===== src/rtl/atpg_pkg.sv =====
package atpg_pkg;

  // Strobes issued by the sequencer to the datapath each cycle.
  typedef struct packed {
    logic load;     // capture inputs and preset the accumulator
    logic advance;  // examine the current step and move to the next
  } atpgStrobe_t;

endpackage


===== src/rtl/atpg_slot.sv =====
// One target tracker: holds a captured target, a sticky hit flag and
// the step index of the first match.
module atpg_slot #(
  parameter int W = 6
) (
  input  logic         clk,
  input  logic         rst_n,
  input  logic         load,
  input  logic         advance,
  input  logic [W-1:0] tgtIn,
  input  logic [W-1:0] patIn,
  input  logic [W-1:0] stepIn,
  output logic         hitQ,
  output logic [W-1:0] idxQ,
  output logic         hitNext
);

  logic [W-1:0] tgtQ;
  logic         matchNow;

  assign matchNow = advance && !hitQ && (patIn == tgtQ);
  assign hitNext  = hitQ | matchNow;

  always_ff @(posedge clk or negedge rst_n) begin
    if (!rst_n) begin
      tgtQ <= '0;
      hitQ <= 1'b0;
      idxQ <= '0;
    end else if (load) begin
      tgtQ <= tgtIn;
      hitQ <= 1'b0;
      idxQ <= '0;
    end else if (matchNow) begin
      hitQ <= 1'b1;
      idxQ <= stepIn;
    end
  end

  AST_HIT_STICKY: assert property (@(posedge clk) disable iff (!rst_n)
    hitQ && !load |=> hitQ);
  AST_IDX_HOLD: assert property (@(posedge clk) disable iff (!rst_n)
    hitQ && !load |=> $stable(idxQ));
  AST_HIT_ON_MATCH: assert property (@(posedge clk) disable iff (!rst_n)
    !load && !hitQ ##1 hitQ |-> $past(patIn) == $past(tgtQ));

endmodule


===== src/rtl/atpg_datapath.sv =====
// Accumulator, captured operands, target trackers and the length register.
module atpg_datapath
  import atpg_pkg::*;
#(
  parameter int W = 6,
  parameter int M = 4
) (
  input  logic           clk,
  input  logic           rst_n,
  input  atpgStrobe_t    strobe,
  input  logic [W-1:0]   seedIn,
  input  logic [W-1:0]   incIn,
  input  logic [M*W-1:0] tgtIn,
  input  logic [W-1:0]   stepIn,
  output logic [W-1:0]   patQ,
  output logic [M-1:0]   hitVec,
  output logic [M*W-1:0] idxFlat,
  output logic [W-1:0]   lenQ,
  output logic           allHitNext
);

  logic [W-1:0] seedQ;
  logic [W-1:0] incQ;
  logic [M-1:0] hitNextVec;
  logic [M-1:0] newHit;

  always_ff @(posedge clk or negedge rst_n) begin
    if (!rst_n) begin
      seedQ <= '0;
      incQ  <= '0;
      patQ  <= '0;
    end else if (strobe.load) begin
      seedQ <= seedIn;
      incQ  <= incIn;
      patQ  <= seedIn;
    end else if (strobe.advance) begin
      patQ <= patQ + incQ;
    end
  end

  for (genvar k = 0; k < M; k++) begin : gSlot
    atpg_slot #(.W(W)) u_slot (
      .clk     (clk),
      .rst_n   (rst_n),
      .load    (strobe.load),
      .advance (strobe.advance),
      .tgtIn   (tgtIn[k*W +: W]),
      .patIn   (patQ),
      .stepIn  (stepIn),
      .hitQ    (hitVec[k]),
      .idxQ    (idxFlat[k*W +: W]),
      .hitNext (hitNextVec[k])
    );

    AST_LEN_COVERS: assert property (@(posedge clk) disable iff (!rst_n)
      hitVec[k] |-> idxFlat[k*W +: W] <= lenQ);
  end

  assign newHit     = hitNextVec & ~hitVec;
  assign allHitNext = &hitNextVec;

  // Steps are visited in increasing order, so the latest new hit is the max.
  always_ff @(posedge clk or negedge rst_n) begin
    if (!rst_n) begin
      lenQ <= '0;
    end else if (strobe.load) begin
      lenQ <= '0;
    end else if (strobe.advance && (|newHit)) begin
      lenQ <= stepIn;
    end
  end

  AST_PATTERN_LINEAR: assert property (@(posedge clk) disable iff (!rst_n)
    !strobe.load |-> patQ == W'(seedQ + stepIn * incQ));

endmodule


===== src/rtl/atpg_ctrl.sv =====
// Sequencer: step counter, run/finish state and strobe generation.
module atpg_ctrl
  import atpg_pkg::*;
#(
  parameter int W = 6
) (
  input  logic        clk,
  input  logic        rst_n,
  input  logic        start,
  input  logic        allHitNext,
  input  logic        allHit,
  output atpgStrobe_t strobe,
  output logic [W-1:0] stepQ,
  output logic        doneQ,
  output logic        unreachQ
);

  localparam logic [W-1:0] STEP_LAST = {W{1'b1}};

  logic activeQ;

  always_comb begin
    strobe.load    = start;
    strobe.advance = activeQ && !start;
  end

  always_ff @(posedge clk or negedge rst_n) begin
    if (!rst_n) begin
      activeQ  <= 1'b0;
      stepQ    <= '0;
      doneQ    <= 1'b0;
      unreachQ <= 1'b0;
    end else if (strobe.load) begin
      activeQ  <= 1'b1;
      stepQ    <= '0;
      doneQ    <= 1'b0;
      unreachQ <= 1'b0;
    end else if (strobe.advance) begin
      stepQ <= stepQ + W'(1);
      if (allHitNext) begin
        activeQ <= 1'b0;
        doneQ   <= 1'b1;
      end else if (stepQ == STEP_LAST) begin
        activeQ  <= 1'b0;
        doneQ    <= 1'b1;
        unreachQ <= 1'b1;
      end
    end
  end

  AST_DONE_COMPLETE: assert property (@(posedge clk) disable iff (!rst_n)
    doneQ && !unreachQ |-> allHit);
  AST_UNREACH_MISS: assert property (@(posedge clk) disable iff (!rst_n)
    unreachQ |-> doneQ && !allHit);
  AST_FROZEN: assert property (@(posedge clk) disable iff (!rst_n)
    doneQ && !start |=> $stable(stepQ) && doneQ);
  AST_START_CLEARS: assert property (@(posedge clk) disable iff (!rst_n)
    start |=> !doneQ && !unreachQ && stepQ == '0);

endmodule


===== src/rtl/accum_tpg.sv =====
module accum_tpg
  import atpg_pkg::*;
#(
  parameter int W = 6,
  parameter int M = 4
) (
  input  logic           clk,
  input  logic           rst_n,
  input  logic           start,
  input  logic [W-1:0]   seedIn,
  input  logic [W-1:0]   incIn,
  input  logic [M*W-1:0] tgtIn,
  output logic [W-1:0]   patOut,
  output logic [M-1:0]   hitFlags,
  output logic [M*W-1:0] hitIdx,
  output logic [W-1:0]   seqLen,
  output logic           done,
  output logic           unreachable
);

  atpgStrobe_t strobe;
  logic [W-1:0] stepQ;
  logic         allHitNext;

  atpg_ctrl #(.W(W)) u_ctrl (
    .clk        (clk),
    .rst_n      (rst_n),
    .start      (start),
    .allHitNext (allHitNext),
    .allHit     (&hitFlags),
    .strobe     (strobe),
    .stepQ      (stepQ),
    .doneQ      (done),
    .unreachQ   (unreachable)
  );

  atpg_datapath #(.W(W), .M(M)) u_dp (
    .clk        (clk),
    .rst_n      (rst_n),
    .strobe     (strobe),
    .seedIn     (seedIn),
    .incIn      (incIn),
    .tgtIn      (tgtIn),
    .stepIn     (stepQ),
    .patQ       (patOut),
    .hitVec     (hitFlags),
    .idxFlat    (hitIdx),
    .lenQ       (seqLen),
    .allHitNext (allHitNext)
  );

endmodule


===== config.mk =====
export PLATFORM = sky130hd
export DESIGN_NAME = accum_tpg
export DESIGN_NICKNAME = d
export VERILOG_FILES = /design/src/rtl/atpg_pkg.sv /design/src/rtl/atpg_slot.sv /design/src/rtl/atpg_datapath.sv /design/src/rtl/atpg_ctrl.sv /design/src/rtl/accum_tpg.sv
export SDC_FILE = /design/constraint.sdc
export NUM_CORES = 1
export LEC_CHECK = 0
export ABC_CLOCK_PERIOD_IN_PS = 5700
export BUFFER_PORTS_ARGS = -buffer_cell sky130_fd_sc_hd__buf_2
export CAP_MARGIN = 5
export CORE_AREA = 2 2 101 103
export DETAILED_ROUTE_END_ITERATION = 8
export DIE_AREA = 0 0 103 105
export GPL_TIMING_DRIVEN = 0
export SLEW_MARGIN = 20
export SYNTH_ARGS = -nofsm -noshare
export SYNTH_HDL_FRONTEND = slang
export SYNTH_SLANG_ARGS = --single-unit

===== constraint.sdc =====
create_clock -name clk -period 5.7 [get_ports clk]
set_input_delay 0.57 -clock clk [delete_from_list [all_inputs] [get_ports clk]]
set_output_delay 0.57 -clock clk [all_outputs]
set_load 0.02 [all_outputs]

==> impl_metrics.yaml, run 1 <==
sta:
  rsz0062_at_grt: "no"
  worst_pin_slew_ns: 0.874
  hold_viol: 0
  fmax_mhz: 415
  fin_setup_tns_ns: 0
  max_slew_margin: 0.414
  setup_viol: 0
  min_period_ns: 2.41
  fin_crit_sh: 0.423
  clock_skew_ns: 0.00910
  final_max_slew_viol_count: 0
drt:
  drc: 0
  vias: 2650
  viasPerCell: 4.84
  ant_nets: 0
  routed_wl_mm: 8.63
  drt_iter0_drc: 64
  avgRoutedWirePerCell_um: 15.7
  drt_pre_antenna_iters: 4
worst_setup_path:
  crit_required_ns: 5.94
  crit_path_end_kind: "flip-flop"
  reg2reg_setup_slack_ns: 3.29
  crit_arrival_ns: 2.65
  setup.worst_path.start_class: "flip-flop"
  crit_type: "reg -> reg"
  worstPathMaxFanout: 8
pwr:
  power_mw: 1.44
  leakage_nw: 2.22
  p_per_area_nw_per_um2: 310
  peakVddDrop_mv: 0.138
placed_design:
  dpl.cell_count: 533
  port_buffers: 80
  place_area_um2: 4410
  dp_hpwl_mm: 6.36
  finalWeightedCongestion: 0.751
final_layout:
  multi_input_area_um2: 1670
  diodes: 0
  final_util: 0.480
  fin_nets: 457
  drive_gt1_frac: 0.383
  final_cell_area_um2: 4620
  stdcell_count: 548
  fillers: 953
  area_growth_pct: 20.9
  ff_latch_area_um2: 1980
outcome:
  status: "finished clean"
clock_tree:
  cts_root_buffer: "clkbuf_8"
  postCtsHoldBufs: 0
  cts_made_buffers: 9
  clk_latency_ns: 0.35
  cts_tree: "done"
  clock_path_buffers: 2
  clkTransAtPathRegs_ns: 0.08
  cts-htree-levels: 3
  cts-resized-gates: 0
  post_cts_buffers: 0
  clock-sinks: 79
synth:
  yosysTopAreaCell: "dfrtp_1"
  async_reset_ff_frac: 1.00
  synth.top_cells.by_area: "dfrtp_1 (52%), mux2_2 (8.8%), xnor2_1 (6.4%), mux2i_1 (5.8%), nor2_1 (2.5%)"
  synth-seq-cells: 79
  avgSynthCellArea_um2: 12.0
  synth_top_area_share: 0.517
  yosysWarnings: 0
  synthFlopType: "dfrtp_1"
  synth_area_um2: 3820
  synth_edf_count: 0
  synth_nets: 365
  ys_seq_area_frac: 0.517
  synth_cell_type_count: 46
  synth.most_common_cell: "dfrtp_1"
  synthTopCellsByCount: "dfrtp_1 (79), mux2_2 (30), xnor2_1 (28), nor2_1 (25), nand2_1 (24)"
  synth_cells: 319
global_routing:
  grt_pass1_vias: 2761
  overflow: 0
  grt_start_max_net_pins: 42
  antenna_found_initial: 0
  grt_pass1_wl_mm: 14.2
  groute.usage.overall: 0.174
floorplan:
  core_um2: 9640
  fp.dieW_um: 103
  die-area_um2: 10800
  start_util: 0.397
  die-height_um: 105
  row_count: 36
  ios: 81
hold_path:
  min_path_type: "in -> async"
job:
  maxCapViolCount: 0
## cell usage in the layout (no fill, tap or decap), types with 10 or more instances in the layout
cell type  Yosys  layout
o21ai_0       17      17
buf_2          0      79
buf_4         12      13
dfrtp_1       79      79
mux2i_1       22      22
clkbuf_8       1      11
mux2_2        30      30
xnor2_1       28      28
clkbuf_1       9      10
nand2_1       24      24
nor2_1        25      25
## kinds of logic after synthesis
| kind of cell | Yosys count | synth area share |
|---|---|---|
| buf+inv | 28 | 0.0458 |
| simple gates | 79 | 0.109 |
| fa+ha+maj | 7 | 0.0249 |
| xor+xnor | 31 | 0.0710 |
| compound gates | 37 | 0.0625 |
| mux | 58 | 0.170 |
| flops | 79 | 0.517 |
## metrics by stage
| stage | hold slack, ns | setup slack, ns |
|---|---|---|
| after detailed placement | 0.494 | 3.02 |
| after CTS | 0.193 | 3.26 |
| after global routing | 0.214 | 3.12 |
| after global placement | 0.495 | 3.07 |
| final | 0.184 | 3.29 |
| after floorplan | 0.274 | 3.56 |
## state kept, by name, summed over array words and instances (netlist names), 4 cells and up
name and count:
u_ctrl.stepQ 6, u_dp.gSlot.u_slot.hitQ 4, u_dp.gSlot.u_slot.idxQ 24, u_dp.gSlot.u_slot.tgtQ 24
u_dp.incQ 6, u_dp.lenQ 6, u_dp.patQ 6
## critical path, cell delays in order, from the launching register on
cell and delay, ns:
dfrtp_1 0.41, buf_4 0.18, xnor2_1 0.13, nand3_1 0.16, nor3_2 0.74, or4_1 0.23, buf_6 0.15, mux2_4 0.30
## final cells by class
type                            count  area share
Inverter                            2     0.00162
Clock inverter                      4      0.0152
Multi-Input combinational cell    212       0.361
Sequential cell                    79       0.427
Clock buffer                       11      0.0306
Timing Repair Buffer               81      0.0915
Buffer                             26      0.0363
Tap cell                          133      0.0360
## where the power goes
part           leakage, nW  total [mW]  internal, mW  switching (mW)
Sequential            1.01       0.634         0.600          0.0337
Clock                0.109       0.452         0.255           0.197
Combinational         1.09       0.350         0.169           0.181
## worst paths after layout
path                                                                  to  cells past startpoint                startpoint
worst min register to register                  u_dp.lenQ[4]$_DFFE_PN0P_                      1  u_dp.lenQ[4]$_DFFE_PN0P_
worst max-delay path                            u_dp.lenQ[2]$_DFFE_PN0P_                      7  u_dp.patQ[3]$_DFFE_PN0P_
worst max register to register                  u_dp.lenQ[2]$_DFFE_PN0P_                      7  u_dp.patQ[3]$_DFFE_PN0P_
max in group asynchronous       u_dp.gSlot[2].u_slot.idxQ[3]$_DFFE_PN0P_                      2                     rst_n
worst min-delay path                            u_dp.patQ[0]$_DFFE_PN0P_                      1                     rst_n
min in group clk                                u_dp.patQ[1]$_DFFE_PN0P_                      3                 seedIn[1]
## per-layer routing
layer  GRT usage  wire length (um)  vias up
met5           0                 0        -
met3      0.0348               400       12
met2       0.273              4180       49
met1       0.235              3880     1319
met4      0.0677               165        0
li1            -                 -     1270
No activity file was read; power rests on OpenSTA's default activity.
==> inputs of run 2 (changes only) <==
ABC_CLOCK_PERIOD_IN_PS = 2400   (was 5700)
clock period = 2.4 ns   (was 5.7 ns; I/O delays follow)
==> run 2 against run 1 <==
Sequential power is 140% higher; non-clock buffer count is 1 higher; power is 140% higher; clock skew hardly changed; largest cell class unchanged; critical path depth stayed put; largest power group unchanged; clock-buffer cell count stayed put.
==> impl_metrics.yaml, run 2 (synthesis results as in run 1) <==
clock_tree:
  clock_path_buffers: 2
  clock-sinks: 79
  clkTransAtPathRegs_ns: 0.08
  clk_latency_ns: 0.36
  cts_made_buffers: 9
  cts_root_buffer: "clkbuf_8"
  cts-htree-levels: 3
  cts_tree: "done"
  post_cts_buffers: 0
placed_design:
  port_buffers: 80
  dp_slack_ns: -0.0168
  dp_hpwl_mm: 6.36
  finalWeightedCongestion: 0.751
worst_setup_path:
  crit_end: "u_dp.lenQ[2]$_DFFE_PN0P_"
  rr_startpoint: "u_dp.patQ[1]$_DFFE_PN0P_"
  worstSetupStartpoint: "u_dp.patQ[1]$_DFFE_PN0P_"
  setup.worst_path.start_class: "flip-flop"
  crit_path_end_kind: "flip-flop"
  crit_type: "reg -> reg"
  reg2reg_setup_slack_ns: 0.14
  crit_required_ns: 2.64
  worstPathMaxFanout: 8
  r2r-end: "u_dp.lenQ[2]$_DFFE_PN0P_"
  r2r_cells: 7
  crit_arrival_ns: 2.51
global_routing:
  overflow: 0
  antenna_found_initial: 0
  grt_pass1_wl_mm: 14.2
  grt_pass1_vias: 2777
  grt_start_max_net_pins: 42
  groute.usage.overall: 0.174
final_layout:
  layout_common_cells: "buf_2 (79), dfrtp_1 (79), mux2_2 (30), xnor2_1 (28), nor2_1 (25)"
  reg_top3: "u_dp.gSlot.u_slot.idxQ x24, u_dp.gSlot.u_slot.tgtQ x24"
  area_growth_pct: 21.4
  diodes: 0
  fin_nets: 458
  drive_gt1_frac: 0.382
sta:
  min_period_ns: 2.26
  fmax_mhz: 442
  final_max_slew_viol_count: 0
  worst_pin_slew_ns: 0.694
  rsz0062_at_grt: "no"
  holdWs_ns: 0.0895
  setup_viol: 0
  clock_skew_ns: 0.00901
  hold_viol: 0
  finalWorstSetupSlack_ns: 0.138
  max_slew_margin: 0.537
  fin_crit_sh: 0.942
drt:
  vias: 2650
  ant_nets: 0
  drt_iter0_drc: 74
  viasPerCell: 4.83
  routed_wl_mm: 8.64
  drt_pre_antenna_iters: 5
  drc: 0
  avgRoutedWirePerCell_um: 15.7
pwr:
  leakage_nw: 2.22
  p_per_area_nw_per_um2: 736
  peakVddDrop_mv: 0.328
hold_path:
  hold_path_depth: 3
  min_path_type: "in -> reg"
floorplan:
  die-height_um: 105
  core_um2: 9640
  die-area_um2: 10800
  fp.dieW_um: 103
  ios: 81
  start_util: 0.397
  row_count: 36
job:
  maxCapViolCount: 0
outcome:
  status: "finished clean"
## run 2: final cells by class
class	count	area, um^2
Sequential cell	79	1980
Fill cell	950	5000
Buffer	26	168
Inverter	2	7.51
Tap cell	133	166
Clock inverter	4	70.1
Clock buffer	11	141
Timing Repair Buffer	82	433
Multi-Input combinational cell	212	1680
## run 2: layer usage
layer | GRT usage | vias to the layer above | wire length (um)
met5 | 0 | - | 0
met2 | 0.273 | 46 | 4250
met4 | 0.0695 | 0 | 143
met3 | 0.0348 | 12 | 404
met1 | 0.235 | 1317 | 3840
li1 | - | 1275 | -
## run 2: report_power, final
| part | switching (mW) | internal [mW] |
|---|---|---|
| logic | 0.432 | 0.403 |
| clock network | 0.469 | 0.605 |
| registers | 0.0805 | 1.43 |
| total | 0.982 | 2.43 |
## run 2: how the worst min path moves through the flow
| stage | from | end | slack [ns] |
|---|---|---|---|
| floorplan | rst_n | u_ctrl.activeQ$_DFFE_PN0P_ | -0.06 |
| global placement | seedIn[2] | u_dp.patQ[2]$_DFFE_PN0P_ | 0.45 |
| detailed placement | rst_n | u_dp.patQ[0]$_DFFE_PN0P_ | 0.25 |
| CTS | seedIn[1] | u_dp.patQ[1]$_DFFE_PN0P_ | 0.09 |
| global route | seedIn[4] | u_dp.patQ[4]$_DFFE_PN0P_ | 0.1 |
| finish | seedIn[1] | u_dp.patQ[1]$_DFFE_PN0P_ | 0.09 |
## run 2: worst max-delay path, cell delays in order (launching register included)
cell and delay [ns]:
dfrtp_1 0.43, buf_4 0.19, xnor2_1 0.22, nand4_2 0.18, nor3_4 0.46, or4_1 0.22
buf_6 0.14, mux2_4 0.30
## run 2: timing repair
| item | 4_1_cts | 5_1_grt |
|---|---|---|
| hold buffers | 1 | 0 |
| resized for setup | 1 | 0 |
| endpoints found under the hold margin | 38 | 0 |
| endpoints found under the setup margin | 6 | 0 |
## run 2: stage by stage
| step | cells | setup TNS (ns) | total power [mW] | utilization | area [um^2] |
|---|---|---|---|---|---|
| CTS | 549 | 0 | 3.45 | 0.481 | 4640 |
| detailed placement | 533 | -0.0805 | 2.37 | 0.458 | 4410 |
| finish | 549 | 0 | 3.42 | 0.481 | 4640 |
| global placement | 532 | 0 | 2.35 | 0.455 | 4390 |
| floorplan | 319 | 0 | 2.13 | - | 3820 |
| global route | 549 | 0 | 3.60 | 0.481 | 4640 |
